$ cat config.mk
export PLATFORM = sky130hd
export DESIGN_NAME = aging_repl_unit
export DESIGN_NICKNAME = d
export VERILOG_FILES = /design/src/rtl/aging_pkg.sv /design/src/rtl/aging_frame.sv /design/src/rtl/aging_min_pick.sv /design/src/rtl/aging_repl_unit.sv
export SDC_FILE = /design/constraint.sdc
export NUM_CORES = 1
export LEC_CHECK = 0
export BUFFER_PORTS_ARGS = -buffer_cell sky130_fd_sc_hd__buf_2
export CAP_MARGIN = 20
export CORE_MARGIN = 2
export CORE_UTILIZATION = 30
export DETAILED_ROUTE_END_ITERATION = 16
export SLEW_MARGIN = 20
export SYNTH_ARGS = -nofsm -noshare
export SYNTH_HDL_FRONTEND = slang
export SYNTH_SLANG_ARGS = --single-unit
$ cat constraint.sdc
create_clock -name clk -period 16.23 [get_ports clk]
set_input_delay 3.246 -clock clk [delete_from_list [all_inputs] [get_ports clk]]
set_output_delay 3.246 -clock clk [all_outputs]
set_load 0.01 [all_outputs]
$ cat src/rtl/aging_pkg.sv
package aging_pkg;

  // One aging step: shift right by one, insert the use flag at bit w-1.
  function automatic logic [31:0] age_step(input logic [31:0] cur,
                                           input logic       used,
                                           input int         w);
    logic [31:0] nxt;
    nxt = cur >> 1;
    if (used) nxt = nxt | (32'd1 << (w - 1));
    return nxt;
  endfunction

  // True when candidate must replace the running best (strictly smaller).
  function automatic logic age_beats(input logic [31:0] cand,
                                     input logic [31:0] best);
    return cand < best;
  endfunction

endpackage

$ cat src/rtl/aging_frame.sv
module aging_frame #(
  parameter int AGE_W = 6
) (
  input  logic             clk,
  input  logic             rst_n,
  input  logic             hit,
  input  logic             tick,
  output logic [AGE_W-1:0] age_o,
  output logic             used_o
);
  import aging_pkg::*;

  logic [AGE_W-1:0] age_q;
  logic             used_q;
  logic [AGE_W-1:0] age_next;

  assign age_next = AGE_W'(age_step(32'(age_q), used_q, AGE_W));

  always_ff @(posedge clk or negedge rst_n) begin
    if (!rst_n) begin
      age_q  <= '0;
      used_q <= 1'b0;
    end else if (tick) begin
      age_q  <= age_next;
      used_q <= hit;           // collision: keep it for the next tick
    end else if (hit) begin
      used_q <= 1'b1;
    end
  end

  assign age_o  = age_q;
  assign used_o = used_q;
endmodule

$ cat src/rtl/aging_min_pick.sv
module aging_min_pick #(
  parameter int NUM_FRAMES = 8,
  parameter int AGE_W      = 6,
  parameter int IDX_W      = 3
) (
  input  logic [NUM_FRAMES*AGE_W-1:0] ages,
  output logic [IDX_W-1:0]            min_idx,
  output logic [AGE_W-1:0]            min_age
);
  import aging_pkg::*;

  always_comb begin
    min_idx = '0;
    min_age = ages[AGE_W-1:0];
    for (int i = 1; i < NUM_FRAMES; i++) begin
      if (age_beats(32'(ages[i*AGE_W +: AGE_W]), 32'(min_age))) begin
        min_idx = IDX_W'(i);
        min_age = ages[i*AGE_W +: AGE_W];
      end
    end
  end
endmodule

$ cat src/rtl/aging_repl_unit.sv
module aging_repl_unit #(
  parameter  int NUM_FRAMES = 8,
  parameter  int AGE_W      = 6,
  localparam int IDX_W      = (NUM_FRAMES > 1) ? $clog2(NUM_FRAMES) : 1
) (
  input  logic             clk,
  input  logic             rst_n,
  input  logic             tick,
  input  logic             ref_valid,
  input  logic [IDX_W-1:0] ref_frame,
  output logic [IDX_W-1:0] victim_idx,
  output logic [AGE_W-1:0] victim_age
);

  logic [NUM_FRAMES-1:0]       ref_hit;
  logic [NUM_FRAMES-1:0]       used_bits;
  logic [NUM_FRAMES*AGE_W-1:0] age_flat;

  for (genvar f = 0; f < NUM_FRAMES; f++) begin : g_frame
    assign ref_hit[f] = ref_valid && (ref_frame == IDX_W'(f));

    aging_frame #(.AGE_W(AGE_W)) u_frame (
      .clk    (clk),
      .rst_n  (rst_n),
      .hit    (ref_hit[f]),
      .tick   (tick),
      .age_o  (age_flat[f*AGE_W +: AGE_W]),
      .used_o (used_bits[f])
    );
  end

  aging_min_pick #(
    .NUM_FRAMES (NUM_FRAMES),
    .AGE_W      (AGE_W),
    .IDX_W      (IDX_W)
  ) u_pick (
    .ages    (age_flat),
    .min_idx (victim_idx),
    .min_age (victim_age)
  );

endmodule

# After elaboration in Yosys (flattened, before gate mapping)
# Index checks and enable logic that the tools add are counted.
# totals
ff_bits	56
latchBits	0
ramBits	0
mem_bits_ro	0
input_bits	7
memories	0
# classes
n_addsub	0
mul	0
div_mod_pow	0
order_cmp	7
eq_ne	7
n_shift	0
n_mux	38
bitwise	0
n_reduce_logical	17
# ops
operator	count
$mux 6	15
$lt 6x6->1	7
$mux 1	17
$reduce_bool 2->1	8
$eq 3x3->1 const B	4
$mux 3	4
$logic_and 1x1->1	8
$eq 3x2->1 const B	2
$mux 2	2
$eq 3x1->1 const B	1
$logic_not 3->1	1

# Logic depth before layout (Yosys ltp)
# logic_depth
word_depth	14
mapped_depth	56
ltp_nobuf	53

# Hierarchy
# A second synthesis with hierarchy kept.
# hier_totals
cells_unflattened	376
area_unflattened_um2	4172.8
# by_module_without_submodules
mod	instances	cells_per_inst	area_each_um2	seq_area_each_um2
aging_frame	8	16	287.8	175.2
aging_min_pick	1	240	1774.2	0.0
aging_repl_unit	1	8	96.3	0.0

# Least setup slack after synthesis
# Ideal clock, no wire load.
# synth_timing
path_kind	register to output
from	register g_frame[0].u_frame.age_q[4]
to	output port victim_age[0]
arrival_time_ns	10.146
t_required_ns	12.984
slack_ns	2.838
stages_incl_launch_ff	56
path_buffers	3
cell_sequence	dfrtp_1 > inv_1 > ha_1 > nand2_1 > o21ai_1 > a21o_1 > buf_6 > mux2i_1 > ha_1 > nor2_1 > a221oi_1 > mux2i_1 > o2111a_1 > nor2_2 > nor2_1 > a21oi_1 > inv_1 > ha_1 > [... 20 more ...] > o2111ai_1 > o211ai_2 > mux2_2 > inv_1 > ha_1 > a21o_1 > a21o_1 > a21oi_1 > and2_1 > a31oi_4 > mux2i_1 > ha_1 > a21o_1 > a21o_1 > a21oi_1 > o21a_1 > a31oi_4 > mux2_4
# synth_via
elab_chain_len	14
# synth_lines
item	line	text
from (decl)	aging_frame.sv:13	logic [AGE_W-1:0] age_q;
from (signal assigned)	aging_frame.sv:24	age_q <= age_next;
$lt 6x6->1	aging_pkg.sv:16	return cand < best;
$mux 6 (*)	aging_min_pick.sv:16	if (age_beats(32'(ages[i*AGE_W +: AGE_W]), 32'(min_age))) begin
$lt 6x6->1	aging_pkg.sv:16	
$mux 6 (*)	aging_min_pick.sv:16	
$lt 6x6->1	aging_pkg.sv:16	
$mux 6 (*)	aging_min_pick.sv:16	
$lt 6x6->1	aging_pkg.sv:16	
$mux 6 (*)	aging_min_pick.sv:16	
$lt 6x6->1	aging_pkg.sv:16	
$mux 6 (*)	aging_min_pick.sv:16	
$lt 6x6->1	aging_pkg.sv:16	
$mux 6 (*)	aging_min_pick.sv:16	
$lt 6x6->1	aging_pkg.sv:16	
$mux 6 (*)	aging_min_pick.sv:16	
to (decl)	aging_repl_unit.sv:12	output logic [AGE_W-1:0] victim_age
# Every way passes the cells marked *; elsewhere a longest branch is shown, timed or not.

# Worst setup path after layout
# Ends and elaborated chain as after synthesis.

==> results.md <==
- Status: complete, no violations
- Crit path time final: 15.16 ns
- Bufs on Longest Clock Path: 2
- Final GP Congestion: between 0.8 and 0.9
- Post-CTS Setup Bufs: 0
- Netlist cell types: 59
- Final Setup Violations: 0
- Core Util, Final: 34.4%
- Antenna cells: 0
- CP Capture Type: output port
- Multi-input gate area: 2180 sq um
- Startpoint Class: flop
- Residual DRC: 0
- Port bufs: 15
- Routed len/inst: 13.5 um
- Grt total ovfl: 0
- Worst Hold Class: reg2reg
- Synthesized Nets: 418
- DP HPWL: 5530 um
- Final Hold Fails: 0
- Hold_sp: g_frame[7].u_frame.used_o
- Worst-margin pin slew: 0.885 ns
- Worst skew pair latency: 0.29 ns
- Layout fillers: 1216
- Sequential element share of the synthesized area: 37.2%
- Worst Hold Depth: 2
- Max Used Layer: met4
- Initial antenna violation count: 0
- CTS buffer count: 5
- Die ar.: 13500 sq um
- Slew Viols, Final: 0
- Clock-pin transition on the worst setup and hold timing paths: 0.08 ns
- Critical Path RT: ~13 ns
- DR vias: about 2900
- PostCTS Resize Cnt: 0
- Worst R2R Start: g_frame[4].u_frame.age_o[2]
- Top cell by count, worst path: ha_1
- Vias in the first global route: 2839
- CTS Hold Bufs: 0
- RSZ-0062 raised after global routing: no
- Reg area: 1400 sq um
- Met2 wire len: 3470 um
- Cell Rows: 40
- Clk sink count: 56
- Post-Syn Instances: ~380
- Global Route Usage Sum: 12.0%
- Crit path largest cell delay: 0.46 ns
- Area growth from synthesis to layout: 10.9%
- Via-to-Cell Ratio: approximately 5
- Flops & latches, synth: 56
- Slowest cell on the critical path: or4_1
- First-pass GRT wire length: about 13000 um
- Die X: 116 um
- Critical R2R Capture: g_frame[4].u_frame.age_o[1]
- Fraction of registers with async set/reset: 100%
- Initial drt markers: 179
- CTS H-tree lvls: 2
- Die Y: 116 um
- Antenna-violating nets left: 0
- Reg-to-reg slack, setup: 15.32 ns
- Skew final: 0.00513 ns
- CTS Root Cell: clkbuf_16
- Yosys warns: 0
- F_max: 65.9 MHz
- Drt pass-1 iters: 4
- Fraction of layout instances using a drive strength above 1: between 10% and 20%
- Setup TNS: 0 ns
- Number of synthesized flops with an enable pin: 0
- Core area: roughly 12000 sq um
- Initial core utilization: just over 30%
- Total Wirelength: 7620 um
- Met1 WL: 3830 um
- Critical path class: reg2out
- Worst rel slew slack: 40.2%
- Largest net degree at the start of global routing: 72
- CP Max Fanout: 12
- I/O Pins: 16
- Main flop type after synthesis: dfrtp_1
- CP arrival: about 12 ns
- Hold endpoint: g_frame[7].u_frame.age_o[5]
- Max-Cap Viols: 0
- Cell Area, Synth: 3770 sq um
- Met3 wire length: between 150 and 200 um
- Reg2Reg Depth: 1
- CTS tree: built
- Tcrit/Tclk final: just over 90%
- Layout Nets: 429
- Syn avg cell area: 9.82 sq um
-- cells by family after synthesis --
kind of cell	synth area share (%)
buffers and inverters	4.98
XOR/XNOR	0.465
flip-flops	37.2
AND/OR/NAND/NOR	11.7
AO/OA/AOI/OAI	18.3
adder cells (fa/ha/maj)	9.23
multiplexers	18.2
-- cells in the mapped netlist, types with 2 or more instances --
cell | instances | area share (%)
a211o_1 | 2 | 0.46
a211oi_1 | 2 | 0.40
a21o_1 | 8 | 1.6
a21oi_1 | 16 | 2.1
a221oi_1 | 2 | 0.46
a31oi_1 | 4 | 0.66
a31oi_4 | 2 | 1.1
and4_1 | 2 | 0.46
clkbuf_1 | 10 | 1.0
dfrtp_1 | 56 | 37
ha_1 | 27 | 9.0
inv_1 | 34 | 3.4
mux2_2 | 40 | 12
mux2_4 | 2 | 0.80
mux2i_1 | 19 | 5.0
nand2_1 | 30 | 3.0
nand2b_1 | 5 | 0.83
nand3_1 | 4 | 0.53
nand3b_1 | 2 | 0.40
nand4_1 | 3 | 0.50
nor2_1 | 37 | 3.7
nor2b_1 | 2 | 0.33
o2111ai_1 | 2 | 0.46
o211ai_1 | 2 | 0.40
o211ai_2 | 2 | 0.66
o21a_1 | 2 | 0.40
o21ai_0 | 21 | 2.8
o21ai_1 | 2 | 0.27
o221ai_1 | 2 | 0.46
o22a_1 | 3 | 0.70
o22ai_1 | 7 | 1.2
o32ai_1 | 3 | 0.70
or3_1 | 3 | 0.50
-- critical path: cells and delay by family, from the launching register on --
family | cells | cell delay (ns)
compound gates | 23 | 4.79
fa+ha+maj | 8 | 2.25
simple gates | 11 | 2.12
mux | 6 | 1.61
buf+inv | 5 | 0.44
flops | 1 | 0.43
-- worst max-delay path by stage --
stage / start / end / slack (ns) / cells after the start
after CTS: g_frame[0].u_frame.age_o[4] / victim_age[0] / 1.11 / 53
after floorplan: g_frame[0].u_frame.age_o[4] / victim_age[0] / 2.84 / 55
after global routing: g_frame[0].u_frame.age_o[4] / victim_age[0] / 0.12 / 53
after global placement: g_frame[0].u_frame.age_o[4] / victim_age[0] / 1.68 / 51
final: g_frame[0].u_frame.age_o[4] / victim_age[0] / 1.07 / 53
after detailed placement: g_frame[0].u_frame.age_o[4] / victim_age[0] / 1.53 / 53
-- state kept, by name, summed over array words and instances, names as in the netlist --
register / cells
g_frame.u_frame.used_o: 8
g_frame.u_frame.age_o: 48
-- through the flow --
stage	hold slack, ns	setup WS [ns]	std cells	cell area (sq um)
2_1_floorplan	0.453	2.84	384	3770
3_3_place_gp	0.478	1.68	556	4010
3_5_place_dp	0.487	1.53	556	4010
4_1_cts	0.508	1.11	564	4180
5_1_grt	0.524	0.120	564	4180
6_report	0.501	1.07	564	4180
-- cell usage in the layout, fill, tap and decap left out, types with 3 or more instances in the layout --
cell type and instances:
dfrtp_1 56, mux2_2 40, nor2_1 37, inv_1 34
nand2_1 30, ha_1 27, o21ai_0 21, mux2i_1 19
a21oi_1 16, buf_2 15, a21o_1 8, o22ai_1 7
nand2b_1 5, clkbuf_16 5, a31oi_1 4, nand3_1 4
or3_1 3, o22a_1 3, o32ai_1 3, nand4_1 3
-- final cells by class --
class / count / area share [%]
flip-flops and latches: 56 / 33.5
clock inverters: 3 / 1.11
inverters: 34 / 3.05
well taps: 168 / 5.03
clock buffers: 5 / 2.99
multi-input cells: 281 / 52.2
repair buffers: 17 / 2.15
-- per-layer routing --
metal	track usage, %	vias up
li1	-	1415
met1	15.8	1392
met5	0	-
met4	4.05	0
met3	1.82	14
met2	20.2	37
Power is not shown: default switching activity piles up to over one toggle a cycle in this logic, so the estimate is an artifact.
